**src/rtl/hsref_pkg.sv**
```systemverilog
// hsref_pkg: shared types and default sizes for the horizontal reference
// loss monitor. Assumes nothing beyond IEEE 1800-2017.
package hsref_pkg;

    // Operating mode of the monitor
    typedef enum logic {
        MODE_GENLOCK = 1'b0,
        MODE_FREEZE  = 1'b1
    } hsref_mode_t;

    localparam int HSREF_PERIOD_W = 16;  // width of the line period input
    localparam int HSREF_TOL      = 8;   // window half-width in clocks
    localparam int HSREF_RELOCK   = 8;   // on-time pulses needed to leave freeze
    localparam int HSREF_RW_W     = 2;   // width of the run-window setting

endpackage

```
**src/rtl/hsref_edge.sv**
```systemverilog
// hsref_edge: registers the sync input and flags each low-to-high
// transition for one cycle. Assumes hsync_in is already synchronous to clk.
// A level held high produces exactly one detection.
module hsref_edge (
    input  logic clk,
    input  logic rst_n,
    input  logic hsync_in,
    output logic rise
);

    logic hs_q;
    logic hs_qq;

    // Two-stage history of the sync level
    always_ff @(posedge clk) begin
        if (!rst_n) begin
            hs_q  <= 1'b0;
            hs_qq <= 1'b0;
        end else begin
            hs_q  <= hsync_in;
            hs_qq <= hs_q;
        end
    end

    // Rising transition seen between the two stages
    always_comb begin
        rise = hs_q & ~hs_qq;
    end

    AST_ONE_RISE: assert property (@(posedge clk) disable iff (!rst_n)
        rise |=> !rise);

endmodule

```
**src/rtl/hsref_window.sv**
```systemverilog
// hsref_window: counts clocks since the current expected line start and
// classifies each detected edge as on time (hit) or outside the window
// (stray). It raises miss when the window closes with no hit. A hit
// re-anchors the count. A miss moves the anchor one period on (flywheel).
// A stray re-anchors only when reanchor_en is high.
// Assumes line_period > 2*TOL and that the period is stable while in use.
module hsref_window #(
    parameter int PERIOD_W = 16,
    parameter int TOL      = 8
) (
    input  logic                clk,
    input  logic                rst_n,
    input  logic                rise,
    input  logic [PERIOD_W-1:0] period,
    input  logic                reanchor_en,
    output logic                hit,
    output logic                miss,
    output logic                stray
);

    localparam int CNT_W = PERIOD_W + 1;

    logic [CNT_W-1:0] cnt;
    logic [CNT_W-1:0] p_ext;
    logic [CNT_W-1:0] win_lo;
    logic [CNT_W-1:0] win_hi;
    logic             in_win;

    // Window limits around the expected line start
    always_comb begin
        p_ext  = {1'b0, period};
        win_hi = p_ext + CNT_W'(TOL);
        win_lo = (p_ext > CNT_W'(TOL)) ? (p_ext - CNT_W'(TOL)) : '0;
        in_win = (cnt >= win_lo) && (cnt <= win_hi);
    end

    // Edge classification and miss decision at the closing of the window
    always_comb begin
        hit   = rise & in_win;
        stray = rise & ~in_win;
        miss  = ~hit & (cnt >= win_hi);
    end

    // Clock count since the anchor, with hit, re-anchor and flywheel steps
    always_ff @(posedge clk) begin
        if (!rst_n) begin
            cnt <= '0;
        end else if (hit || (stray && reanchor_en)) begin
            cnt <= CNT_W'(1);
        end else if (miss) begin
            cnt <= CNT_W'(TOL + 1);
        end else begin
            cnt <= cnt + 1'b1;
        end
    end

    AST_MISS_GAP: assert property (@(posedge clk) disable iff (!rst_n)
        miss |=> !miss);

    AST_HIT_NO_MISS_NEXT: assert property (@(posedge clk) disable iff (!rst_n)
        hit |=> !miss);

endmodule

```
**src/rtl/hsref_ctrl.sv**
```systemverilog
// hsref_ctrl: mode controller. In genlock it counts consecutive misses
// against the run-window setting and enters freeze when the count is
// exceeded. In freeze it counts consecutive hits and returns to genlock
// after RELOCK of them. Assumes hit, miss and stray come from one window
// unit, and that a hit and a miss never occur in the same cycle.
module hsref_ctrl
    import hsref_pkg::*;
#(
    parameter int RW_W   = 2,
    parameter int RELOCK = 8
) (
    input  logic            clk,
    input  logic            rst_n,
    input  logic            hit,
    input  logic            miss,
    input  logic            stray,
    input  logic [RW_W-1:0] run_window,
    output logic            lock_lost,
    output logic            ref_lost,
    output logic            freeze_mode
);

    localparam int GOOD_W = $clog2(RELOCK + 1);

    hsref_mode_t     mode;
    logic            lock_lost_q;
    logic [RW_W-1:0] miss_cnt;
    logic [GOOD_W-1:0] good_cnt;

    // Mode, lock flag and the two run counters
    always_ff @(posedge clk) begin
        if (!rst_n) begin
            mode        <= MODE_FREEZE;
            lock_lost_q <= 1'b1;
            miss_cnt    <= '0;
            good_cnt    <= '0;
        end else if (mode == MODE_GENLOCK) begin
            if (hit) begin
                miss_cnt    <= '0;
                lock_lost_q <= 1'b0;
            end else if (miss) begin
                lock_lost_q <= 1'b1;
                if (miss_cnt >= run_window) begin
                    mode     <= MODE_FREEZE;
                    miss_cnt <= '0;
                    good_cnt <= '0;
                end else begin
                    miss_cnt <= miss_cnt + 1'b1;
                end
            end
        end else begin
            if (hit) begin
                if (good_cnt == GOOD_W'(RELOCK - 1)) begin
                    mode        <= MODE_GENLOCK;
                    lock_lost_q <= 1'b0;
                    good_cnt    <= '0;
                    miss_cnt    <= '0;
                end else begin
                    good_cnt <= good_cnt + 1'b1;
                end
            end else if (miss || stray) begin
                good_cnt <= '0;
            end
        end
    end

    // Output decode
    always_comb begin
        lock_lost   = lock_lost_q;
        ref_lost    = (mode == MODE_FREEZE);
        freeze_mode = (mode == MODE_FREEZE);
    end

    AST_LOST_HAS_LOCK: assert property (@(posedge clk) disable iff (!rst_n)
        ref_lost |-> lock_lost);

    AST_FREEZE_AFTER_MISS: assert property (@(posedge clk) disable iff (!rst_n)
        $rose(ref_lost) |-> $past(miss));

    AST_LOCK_CLEAR_ON_HIT: assert property (@(posedge clk) disable iff (!rst_n)
        $fell(lock_lost) |-> $past(hit));

    AST_RELOCK_TOGETHER: assert property (@(posedge clk) disable iff (!rst_n)
        $fell(ref_lost) |-> ($fell(lock_lost) && $past(hit)));

endmodule

```
**src/rtl/hsref_monitor.sv**
```systemverilog
// hsref_monitor: top of the horizontal reference loss monitor. It chains
// edge detection, window timing and mode control. Assumes hsync_in is
// synchronous to clk, line_period > 2*TOL and run_window changes only
// while the reference is steady.
module hsref_monitor
    import hsref_pkg::*;
#(
    parameter int PERIOD_W = HSREF_PERIOD_W,
    parameter int TOL      = HSREF_TOL,
    parameter int RELOCK   = HSREF_RELOCK,
    parameter int RW_W     = HSREF_RW_W
) (
    input  logic                clk,
    input  logic                rst_n,
    input  logic                hsync_in,
    input  logic [PERIOD_W-1:0] line_period,
    input  logic [RW_W-1:0]     run_window,
    output logic                lock_lost,
    output logic                ref_lost,
    output logic                freeze_mode
);

    logic rise;
    logic hit;
    logic miss;
    logic stray;

    hsref_edge u_edge (
        .clk      (clk),
        .rst_n    (rst_n),
        .hsync_in (hsync_in),
        .rise     (rise)
    );

    hsref_window #(
        .PERIOD_W (PERIOD_W),
        .TOL      (TOL)
    ) u_window (
        .clk         (clk),
        .rst_n       (rst_n),
        .rise        (rise),
        .period      (line_period),
        .reanchor_en (freeze_mode),
        .hit         (hit),
        .miss        (miss),
        .stray       (stray)
    );

    hsref_ctrl #(
        .RW_W   (RW_W),
        .RELOCK (RELOCK)
    ) u_ctrl (
        .clk         (clk),
        .rst_n       (rst_n),
        .hit         (hit),
        .miss        (miss),
        .stray       (stray),
        .run_window  (run_window),
        .lock_lost   (lock_lost),
        .ref_lost    (ref_lost),
        .freeze_mode (freeze_mode)
    );

    AST_FREEZE_MATCHES_LOSS: assert property (@(posedge clk) disable iff (!rst_n)
        freeze_mode |-> (ref_lost && lock_lost));

endmodule

```
**config.mk**
```make
export PLATFORM = sky130hd
export DESIGN_NAME = hsref_monitor
export DESIGN_NICKNAME = d
export VERILOG_FILES = /design/src/rtl/hsref_pkg.sv /design/src/rtl/hsref_edge.sv /design/src/rtl/hsref_window.sv /design/src/rtl/hsref_ctrl.sv /design/src/rtl/hsref_monitor.sv
export SDC_FILE = /design/constraint.sdc
export NUM_CORES = 1
export LEC_CHECK = 0
export ABC_AREA = 1
export BUFFER_PORTS_ARGS = -buffer_cell sky130_fd_sc_hd__clkbuf_2
export CAP_MARGIN = 20
export CORE_UTILIZATION = 35
export DETAILED_ROUTE_END_ITERATION = 12
export PLACE_DENSITY_LB_ADDON = 0.15
export SYNTH_ARGS = -nofsm -noshare
export SYNTH_HDL_FRONTEND = slang
export SYNTH_HIERARCHICAL = 1
export SYNTH_SLANG_ARGS = --single-unit
```
**constraint.sdc**
```tcl
create_clock -name clk -period 5 [get_ports clk]
set_input_delay 1 -clock clk [delete_from_list [all_inputs] [get_ports clk]]
set_output_delay 1 -clock clk [all_outputs]
set_load 0.02 [all_outputs]
```
==> results.toml, run 1 <==
[timing]
tns_ns = 0
maxSlewViolCount = 0
min_period_ns = 3.91
f_max_ghz = 0.256
final-hold-violation-count = 0
setup_viol = 0
fin_worst_skew_ns = 0.00871
rsz_0062_raised_after_global_routing = "no"
worst_pin_slew_ns = 0.660
fin_crit_sh = 0.781
slew-limit-headroom = 0.557

[setup_path]
critical_path_arrival_ns = 4.08
max_fanout_on_critical_path = 6
crit_path_start = "line_period[3]"
reg2reg_depth = 15
endpoint_kind = "flip-flop"
startpoint_type = "input port"
crit_path_to = "u_ctrl/lock_lost"
critical_path_required_ns = 5.18
r2r-start = "u_window/cnt[15]"
crit-reg2reg-capture = "u_ctrl/lock_lost"
worst-r2r-setup-slack_ns = 2.69
criticalPathCategory = "input port to flip-flop"

[finish]
antenna_cells_inserted = 0
summed_area_of_non_filler_cells_in_the_final_layout_sq_um = 3170
layoutNonFillerInstCount = 567
final_core_util = 0.402
nets = 527
share_of_post_route_cells_with_drive_strength_above_1 = 0.133
syn2layout_area_growth_pct = 8.43
nFillCells = 885

[synth]
postSynth.topFlopCell = "sky130_fd_sc_hd__dfxtp_1"
ys.warnings.count = 6
syn_inst = 444
synth.largest_area_cell = "sky130_fd_sc_hd__dfxtp_1"
post_synth_and_or_nand_nor_area_fraction = 0.383
register_bit_total_from_synthesis = 27
cell_types_occupying_the_most_area_after_synthesis = "sky130_fd_sc_hd__dfxtp_1, sky130_fd_sc_hd__ha_1, sky130_fd_sc_hd__nand2_1"
ys_async_sr_fraction = 0
ys_top_cells_by_count = "sky130_fd_sc_hd__nand2_1, sky130_fd_sc_hd__inv_1, sky130_fd_sc_hd__nor2_1, sky130_fd_sc_hd__ha_1, sky130_fd_sc_hd__dfxtp_1"
compound_cell_area_share_of_the_yosys_netlist = 0.0612
synth.top_cell.area_share = 0.185
mappedNetlistNets = 505
syn_area_sq_um = 2930
synthMuxAreaShare = 0
synth_enable_flop_cells = 0
synth_most_common_cell = "sky130_fd_sc_hd__nand2_1"
postSynthAreaPerCell_sq_um = 6.59
synth_cell_type_count = 32
synthAdderAreaFrac = 0.171
synth_top_family_by_area = "simple AND/OR/NAND/NOR gates"
synth_seq_area_share = 0.185
synth-xor-area-share = 0.0898

[route]
drcViolationCount = 0
initialDrtViolationCount = 94
routed-via-count = 2577
total_wirelength_microns = 6110
final_antenna_net_count = 0
dr.pass1.iters = 4
routed_via_density = 4.54
drt-wirelength-per-cell_microns = 10.8

[placement]
io_buffer_count = 23
detailed_place_hpwl_microns = 5260
placed_area_sq_um = 3120
placed_cells = 563
routabilityCongestion = 0.830

[status]
run_status = "completed"

[pwr]
p_switching_mw = 0.130
vdd.ir_drop.worst_uv = 170
share_seq_of_total_power = 0.504
clock_power_share = 0.292
power_per_cell_area_nw_per_um2 = 137
finalPower_mw = 0.436
sw_frac_of_total = 0.297
p_int_mw = 0.307
share_comb_of_total_power = 0.204
power.static_leakage_nw = 1.60

[run]
cap_violations = 0

[clock_tree]
clk_transition_reported_paths_ns = 0.10
clock_tree_from_tritoncts = "done"
postCtsResizedCells = 0
clock_path_buffers = 2
cts-root-buf = "sky130_fd_sc_hd__clkbuf_8"
cts.repair_timing.setup_buffer_count = 0
worst_skew_pair.late_latency_ns = 0.28
cts_inserted_buffers = 3
h-tree-depth = 1
number_of_hold_buffers_added_after_cts = 0
cts.sinks = 27

[global_routing]
via_count_of_the_first_global_routing_pass = 2370
grtUsageTotal = 0.153
antenna_found_initial = 0
grt_remaining_overflow = 0
grt_first_pass_wirelength_microns = 10700
grt_start_max_net_pins = 17

[hold_path]
hp-class = "flip-flop to flip-flop"

[floorplanning]
fp.dieH_microns = 93.4
io-pin-count = 24
overall_die_area_sq_um = 8730
start_util = 0.371
core_area_sq_um = 7890
die_w_microns = 93.4
num_rows = 32
-- layer usage --
layer | track usage | wire [microns] | up-vias
met1 | 0.218 | 3270 | 1105
met3 | 0.0220 | 170 | 2
met5 | 0 | 0 | -
li1 | - | - | 1447
met4 | 0.0154 | 17 | 0
met2 | 0.250 | 2650 | 23
-- logic make-up after synthesis --
| logic type | after synthesis |
|---|---|
| buffers and inverters | 80 |
| AO/OA/AOI/OAI | 31 |
| AND/OR/NAND/NOR | 236 |
| flip-flops | 27 |
| adder cells (fa/ha/maj) | 40 |
| XOR/XNOR | 30 |
-- how the worst min path moves through the flow --
| stage | startpoint | to | slack, ns | cells past startpoint |
|---|---|---|---|---|
| 6_report | u_edge/hs_q | u_edge/hs_qq | 0.43 | 2 |
| 5_1_grt | u_edge/hs_q | u_edge/hs_qq | 0.47 | 2 |
| 4_1_cts | u_edge/hs_q | u_edge/hs_qq | 0.44 | 2 |
| 3_5_place_dp | u_edge/hs_q | u_edge/hs_qq | 0.42 | 2 |
| 3_3_place_gp | u_edge/hs_q | u_edge/hs_qq | 0.41 | 2 |
| 2_1_floorplan | u_edge/hs_q | u_edge/hs_qq | 0.41 | 2 |
-- critical path: stages --
cell,delay (ns)
sky130_fd_sc_hd__clkbuf_2,0.12
sky130_fd_sc_hd__ha_1,0.19
sky130_fd_sc_hd__nand2_1,0.07
sky130_fd_sc_hd__nor2_2,0.14
sky130_fd_sc_hd__nand4_1,0.19
sky130_fd_sc_hd__nor2_1,0.22
sky130_fd_sc_hd__nand3_1,0.12
sky130_fd_sc_hd__nor2_1,0.13
sky130_fd_sc_hd__xor2_1,0.16
sky130_fd_sc_hd__ha_1,0.25
sky130_fd_sc_hd__nand2_2,0.13
sky130_fd_sc_hd__a21oi_1,0.06
sky130_fd_sc_hd__nor2_1,0.15
sky130_fd_sc_hd__nand2_1,0.09
sky130_fd_sc_hd__nor2_1,0.12
sky130_fd_sc_hd__nand2_1,0.08
sky130_fd_sc_hd__nand2_2,0.07
sky130_fd_sc_hd__nand3_1,0.10
sky130_fd_sc_hd__inv_1,0.21
sky130_fd_sc_hd__inv_2,0.06
sky130_fd_sc_hd__nand2_2,0.09
sky130_fd_sc_hd__nand3_1,0.11
sky130_fd_sc_hd__a21oi_1,0.14
sky130_fd_sc_hd__nand2_1,0.06
-- state kept, by name (all words and copies together) (netlist names) --
register,flops
u_edge/hs_qq,1
u_ctrl/freeze_mode,1
u_ctrl/lock_lost,1
u_ctrl/good_cnt,4
u_edge/hs_q,1
u_ctrl/miss_cnt,2
u_window/cnt,17
-- power groups by stage --
stage	registers (mW)	logic (mW)	clock network, mW
2_1_floorplan	0.224	0.0656	0
3_3_place_gp	0.225	0.0895	0
3_5_place_dp	0.225	0.0898	0
4_1_cts	0.220	0.0904	0.135
5_1_grt	0.221	0.104	0.145
6_report	0.220	0.0890	0.127
-- cell type report --
type	instances	area, sq um	area share
timing repair buffer	23	115	0.0363
inverter	74	278	0.0876
multi-input combinational	337	2060	0.650
clock buffer	3	41.3	0.0130
sequential	27	541	0.170
tap	102	128	0.0402
clock inverter	1	7.51	0.00237
-- cells in the final DEF, fill, tap and decap left out --
cell	synthesis	layout
sky130_fd_sc_hd__o21a_1	1	1
sky130_fd_sc_hd__nor4_2	1	1
sky130_fd_sc_hd__ha_1	40	40
sky130_fd_sc_hd__nor2_2	4	4
sky130_fd_sc_hd__o31ai_1	2	2
sky130_fd_sc_hd__or2_2	1	1
sky130_fd_sc_hd__dfxtp_1	27	27
sky130_fd_sc_hd__clkbuf_2	0	23
sky130_fd_sc_hd__a21o_1	3	3
sky130_fd_sc_hd__nand3_2	3	3
sky130_fd_sc_hd__nor2_4	11	11
sky130_fd_sc_hd__nand4_1	13	13
sky130_fd_sc_hd__nand3b_1	1	1
sky130_fd_sc_hd__o21ai_1	2	2
sky130_fd_sc_hd__clkinvlp_4	0	1
sky130_fd_sc_hd__xnor2_1	8	8
sky130_fd_sc_hd__nor2_1	53	53
sky130_fd_sc_hd__nor4_1	1	1
sky130_fd_sc_hd__clkbuf_8	0	3
sky130_fd_sc_hd__a21boi_0	2	2
sky130_fd_sc_hd__nor3_2	2	2
sky130_fd_sc_hd__nand3_4	1	1
sky130_fd_sc_hd__inv_1	68	68
sky130_fd_sc_hd__xor2_1	22	22
sky130_fd_sc_hd__nand2_2	5	5
sky130_fd_sc_hd__nor3_1	5	5
sky130_fd_sc_hd__nand2_1	113	113
sky130_fd_sc_hd__inv_2	6	6
sky130_fd_sc_hd__nand3_1	22	22
sky130_fd_sc_hd__a21oi_1	20	20
sky130_fd_sc_hd__o21ai_2	1	1
-- through the flow --
| stage | setup WS (ns) | hold WS, ns |
|---|---|---|
| 2_1_floorplan | 1.45 | 0.407 |
| 4_1_cts | 1.12 | 0.436 |
| 3_5_place_dp | 0.828 | 0.421 |
| 6_report | 1.09 | 0.434 |
| 3_3_place_gp | 0.821 | 0.411 |
| 5_1_grt | 0.648 | 0.468 |
Note: power is estimated with default switching activity, not from simulation.
==> run 2, diff against run 1 <==
--- a/config.mk
+++ b/config.mk
@@ -5,7 +5,7 @@
 export SDC_FILE = /design/constraint.sdc
 export NUM_CORES = 1
 export LEC_CHECK = 0
-export ABC_AREA = 1
+export ABC_AREA = 0
 export BUFFER_PORTS_ARGS = -buffer_cell sky130_fd_sc_hd__clkbuf_2
 export CAP_MARGIN = 20
 export CORE_UTILIZATION = 35
==> constraint.sdc (replaced) <==
create_clock -name clk -period 3.4 [get_ports clk]
set_input_delay 0.68 -clock clk [delete_from_list [all_inputs] [get_ports clk]]
set_output_delay 0.68 -clock clk [all_outputs]
set_load 0.02 [all_outputs]
==> run 2 against run 1 <==
  * Clock skew rose by 0.00061 ns
  * Highest routed layer unchanged
  * Design area rose by 19%
  * The run now ends with setup timing left
  * Clock-buffer cell count did not move
  * Worst setup slack got worse by 1.2 ns
==> results.toml, run 2 <==
[global_routing]
global_route_track_usage_on_met3 = 0.0124
via_count_of_the_first_global_routing_pass = 2704
antenna_found_initial = 0
groute.layer.met2.usage = 0.341
groute.layer.met1.usage = 0.227
globalRoute.busiestLayer = "met2"
grtUsageTotal = 0.184
grt_remaining_overflow = 0
grt_start_max_net_pins = 34
grt_first_pass_wirelength_microns = 12600

[timing]
setup_viol = 8
min_period_ns = 3.51
fin_crit_sh = 1.03
finalWorstSetupSlack_ns = -0.107
slew-limit-headroom = 0.610
f_max_ghz = 0.285
worst_pin_slew_ns = 0.584
final-hold-violation-count = 0
rsz_0062_raised_after_global_routing = "yes"
tns_ns = -0.499
worst_slack_on_hold_paths_ns = 0.468
fin_worst_skew_ns = 0.00933
maxSlewViolCount = 0

[synth]
synth_top_family_by_area = "simple AND/OR/NAND/NOR gates"
syn_inst = 358
ys_async_sr_fraction = 0
ys_top_cells_by_count = "sky130_fd_sc_hd__nand3_1, sky130_fd_sc_hd__ha_1, sky130_fd_sc_hd__nand2_1, sky130_fd_sc_hd__dfxtp_1, sky130_fd_sc_hd__o21ai_0"
mappedNetlistNets = 419
synthMuxAreaShare = 0
register_bit_total_from_synthesis = 27
postSynth.topFlopCell = "sky130_fd_sc_hd__dfxtp_1"
synth_seq_area_share = 0.192
syn_area_sq_um = 2820
synth-xor-area-share = 0.109
compound_cell_area_share_of_the_yosys_netlist = 0.166
post_synth_and_or_nand_nor_area_fraction = 0.302
synth_most_common_cell = "sky130_fd_sc_hd__nand3_1"
postSynthAreaPerCell_sq_um = 7.87
cell_types_occupying_the_most_area_after_synthesis = "sky130_fd_sc_hd__dfxtp_1, sky130_fd_sc_hd__ha_1, sky130_fd_sc_hd__nand3_1"
synth_enable_flop_cells = 0
synthAdderAreaFrac = 0.178
synth.largest_area_cell = "sky130_fd_sc_hd__dfxtp_1"
synth_cell_type_count = 52
synth.top_cell.area_share = 0.192
ys.warnings.count = 6

[clock_tree]
clk_transition_reported_paths_ns = 0.11
h-tree-depth = 1
cts-root-buf = "sky130_fd_sc_hd__clkbuf_8"
clock_path_buffers = 2
worst_skew_pair.late_latency_ns = 0.28
number_of_hold_buffers_added_after_cts = 0
clock_tree_from_tritoncts = "done"
cts_inserted_buffers = 3
cts.sinks = 27

[setup_path]
crit-reg2reg-capture = "u_ctrl/good_cnt[2]"
crit_path_max_incr_delay_ns = 0.37
critical_path_required_ns = 3.62
critical_path.top_delay_family = "compound AO/OA/AOI/OAI gates"
path_cells = "clkbuf_8 > inv_1 > ha_1 > nand2_1 > nor2_4 > o21bai_4 > buf_6 > o21ai_2 > ha_2 > o21ai_1 > nor2_1 > nor2_2 > a2111oi_4 > a2bb2oi_2 > buf_4 > a21oi_4 > o31ai_4 > o21ai_4 > a31oi_2"
r2r-start = "u_window/cnt[2]"
worst-r2r-setup-slack_ns = 0.60
criticalPathCategory = "input port to flip-flop"
max_fanout_on_critical_path = 8
timing.critical_path.slowest_stage_cell = "sky130_fd_sc_hd__a2111oi_4"
crit_buf_inv = 4
endpoint_kind = "flip-flop"
reg2reg_depth = 11
startpoint_type = "input port"
critical_path_arrival_ns = 3.73

[finish]
nFillCells = 782
largest_register_ff_count = 17
nets = 485
reg.largest.list = "u_window/cnt: 17 flops, u_ctrl/good_cnt: 4 flops, u_ctrl/miss_cnt: 2 flops"
layoutNonFillerInstCount = 525
antenna_cells_inserted = 0
mostFrequentLayoutCell = "sky130_fd_sc_hd__buf_4"
summed_area_of_non_filler_cells_in_the_final_layout_sq_um = 3760
share_of_post_route_cells_with_drive_strength_above_1 = 0.314
registers.top_by_ff_count = "u_window/cnt"
syn2layout_area_growth_pct = 33.4
layout_common_cells = "sky130_fd_sc_hd__buf_4, sky130_fd_sc_hd__nand3_1, sky130_fd_sc_hd__nand2_1, sky130_fd_sc_hd__ha_1, sky130_fd_sc_hd__dfxtp_1"

[pwr]
share_comb_of_total_power = 0.249
power_per_cell_area_nw_per_um2 = 186
p_int_mw = 0.489
clock_power_share = 0.285
p_switching_mw = 0.210
sw_frac_of_total = 0.300
vdd.ir_drop.worst_uv = 118
power.static_leakage_nw = 1.56
share_seq_of_total_power = 0.466
finalPower_mw = 0.699

[route]
final_antenna_net_count = 0
total_wirelength_microns = 7460
routed_via_density = 5.30
drcViolationCount = 0
drt-wirelength-per-cell_microns = 14.2
initialDrtViolationCount = 69
dr.pass1.iters = 4
routed-via-count = 2783

[run]
cap_violations = 0

[floorplanning]
num_rows = 32
overall_die_area_sq_um = 8420
fp.dieH_microns = 91.7
core_area_sq_um = 7770
die_w_microns = 91.7
io-pin-count = 24
start_util = 0.363

[hold_path]
timing.hold.worst_endpoint = "u_ctrl/lock_lost"
min_from = "u_ctrl/lock_lost"
hp-class = "flip-flop to flip-flop"
timing.hold.worst_path_depth = 1

[status]
run_status = "finished, violations left"
violated_checks = "setup timing"

[placement]
io_buffer_count = 23
placed_cells = 510
routabilityCongestion = 0.743
placed_area_sq_um = 3330
detailed_place_hpwl_microns = 5590
[run 2: changes by cell type in the layout (fill, tap and decap cells not counted), sizes merged, moves of 10 or more]
cell and change:
nand2 -78, inv -59, buf +56, nor2 -49
o21ai +25, nand3 +19, xnor2 +11, a21oi -10
[run 2: worst register-to-register path: cells and delay by family (launching register included)]
kind,cells,cell delay [ns]
buf+inv,1,0.17
flops,1,0.55
fa+ha+maj,1,0.32
compound gates,9,1.70
[run 2: cell type report]
type / count / area, sq um / area share
Timing Repair Buffer: 77 / 573 / 0.152
Clock inverter: 1 / 8.76 / 0.00233
Sequential cell: 27 / 541 / 0.144
Tap cell: 102 / 128 / 0.0339
Clock buffer: 3 / 41.3 / 0.0110
Inverter: 14 / 52.6 / 0.0140
Multi-Input combinational cell: 301 / 2420 / 0.643
[run 2: how the worst max path moves through the flow]
stage	from	slack, ns	end	cells past startpoint
after global placement	line_period[3]	-0.76	u_ctrl/good_cnt[2]	18
after CTS	line_period[8]	-0.11	u_ctrl/good_cnt[2]	15
after floorplan	line_period[8]	-0.43	u_ctrl/miss_cnt[0]	20
after detailed placement	line_period[10]	-0.87	u_ctrl/good_cnt[2]	18
final	line_period[3]	-0.11	u_ctrl/good_cnt[2]	19
after global routing	line_period[8]	-0.32	u_ctrl/good_cnt[1]	20
[run 2: timing repair]
| item | 4_1_cts | 5_1_grt |
|---|---|---|
| cloned | 0 | 0 |
| pin swaps | 25 | 8 |
| setup endpoints to repair | 25 | 13 |
| gates resized for setup | 49 | 12 |
| buffers inserted | 11 | 0 |
[run 2: cell families after synthesis]
logic type,Yosys count
buf+inv,30
xor+xnor,35
flops,27
compound gates,66
fa+ha+maj,40
simple gates,160
[run 2: per-stage QoR]
step,setup slack [ns],util
6_report,-0.107,0.484
2_1_floorplan,-0.426,-
3_5_place_dp,-0.874,0.429
4_1_cts,-0.114,0.478
5_1_grt,-0.315,0.484
3_3_place_gp,-0.759,0.429
[run 2: power by group through the flow]
stage / registers, mW / logic [mW] / clock network, mW
finish: 0.326 / 0.174 / 0.199
global route: 0.327 / 0.194 / 0.221
CTS: 0.326 / 0.169 / 0.210
floorplan: 0.331 / 0.0851 / 0
detailed placement: 0.333 / 0.148 / 0
global placement: 0.333 / 0.147 / 0
[run 2: routing by layer]
metal	wire length [microns]	part of all wire	up-vias
met5	0	0	-
met2	3780	0.51	41
met1	3440	0.46	1302
li1	-	-	1432
met4	93	0.012	0
met3	152	0.020	8
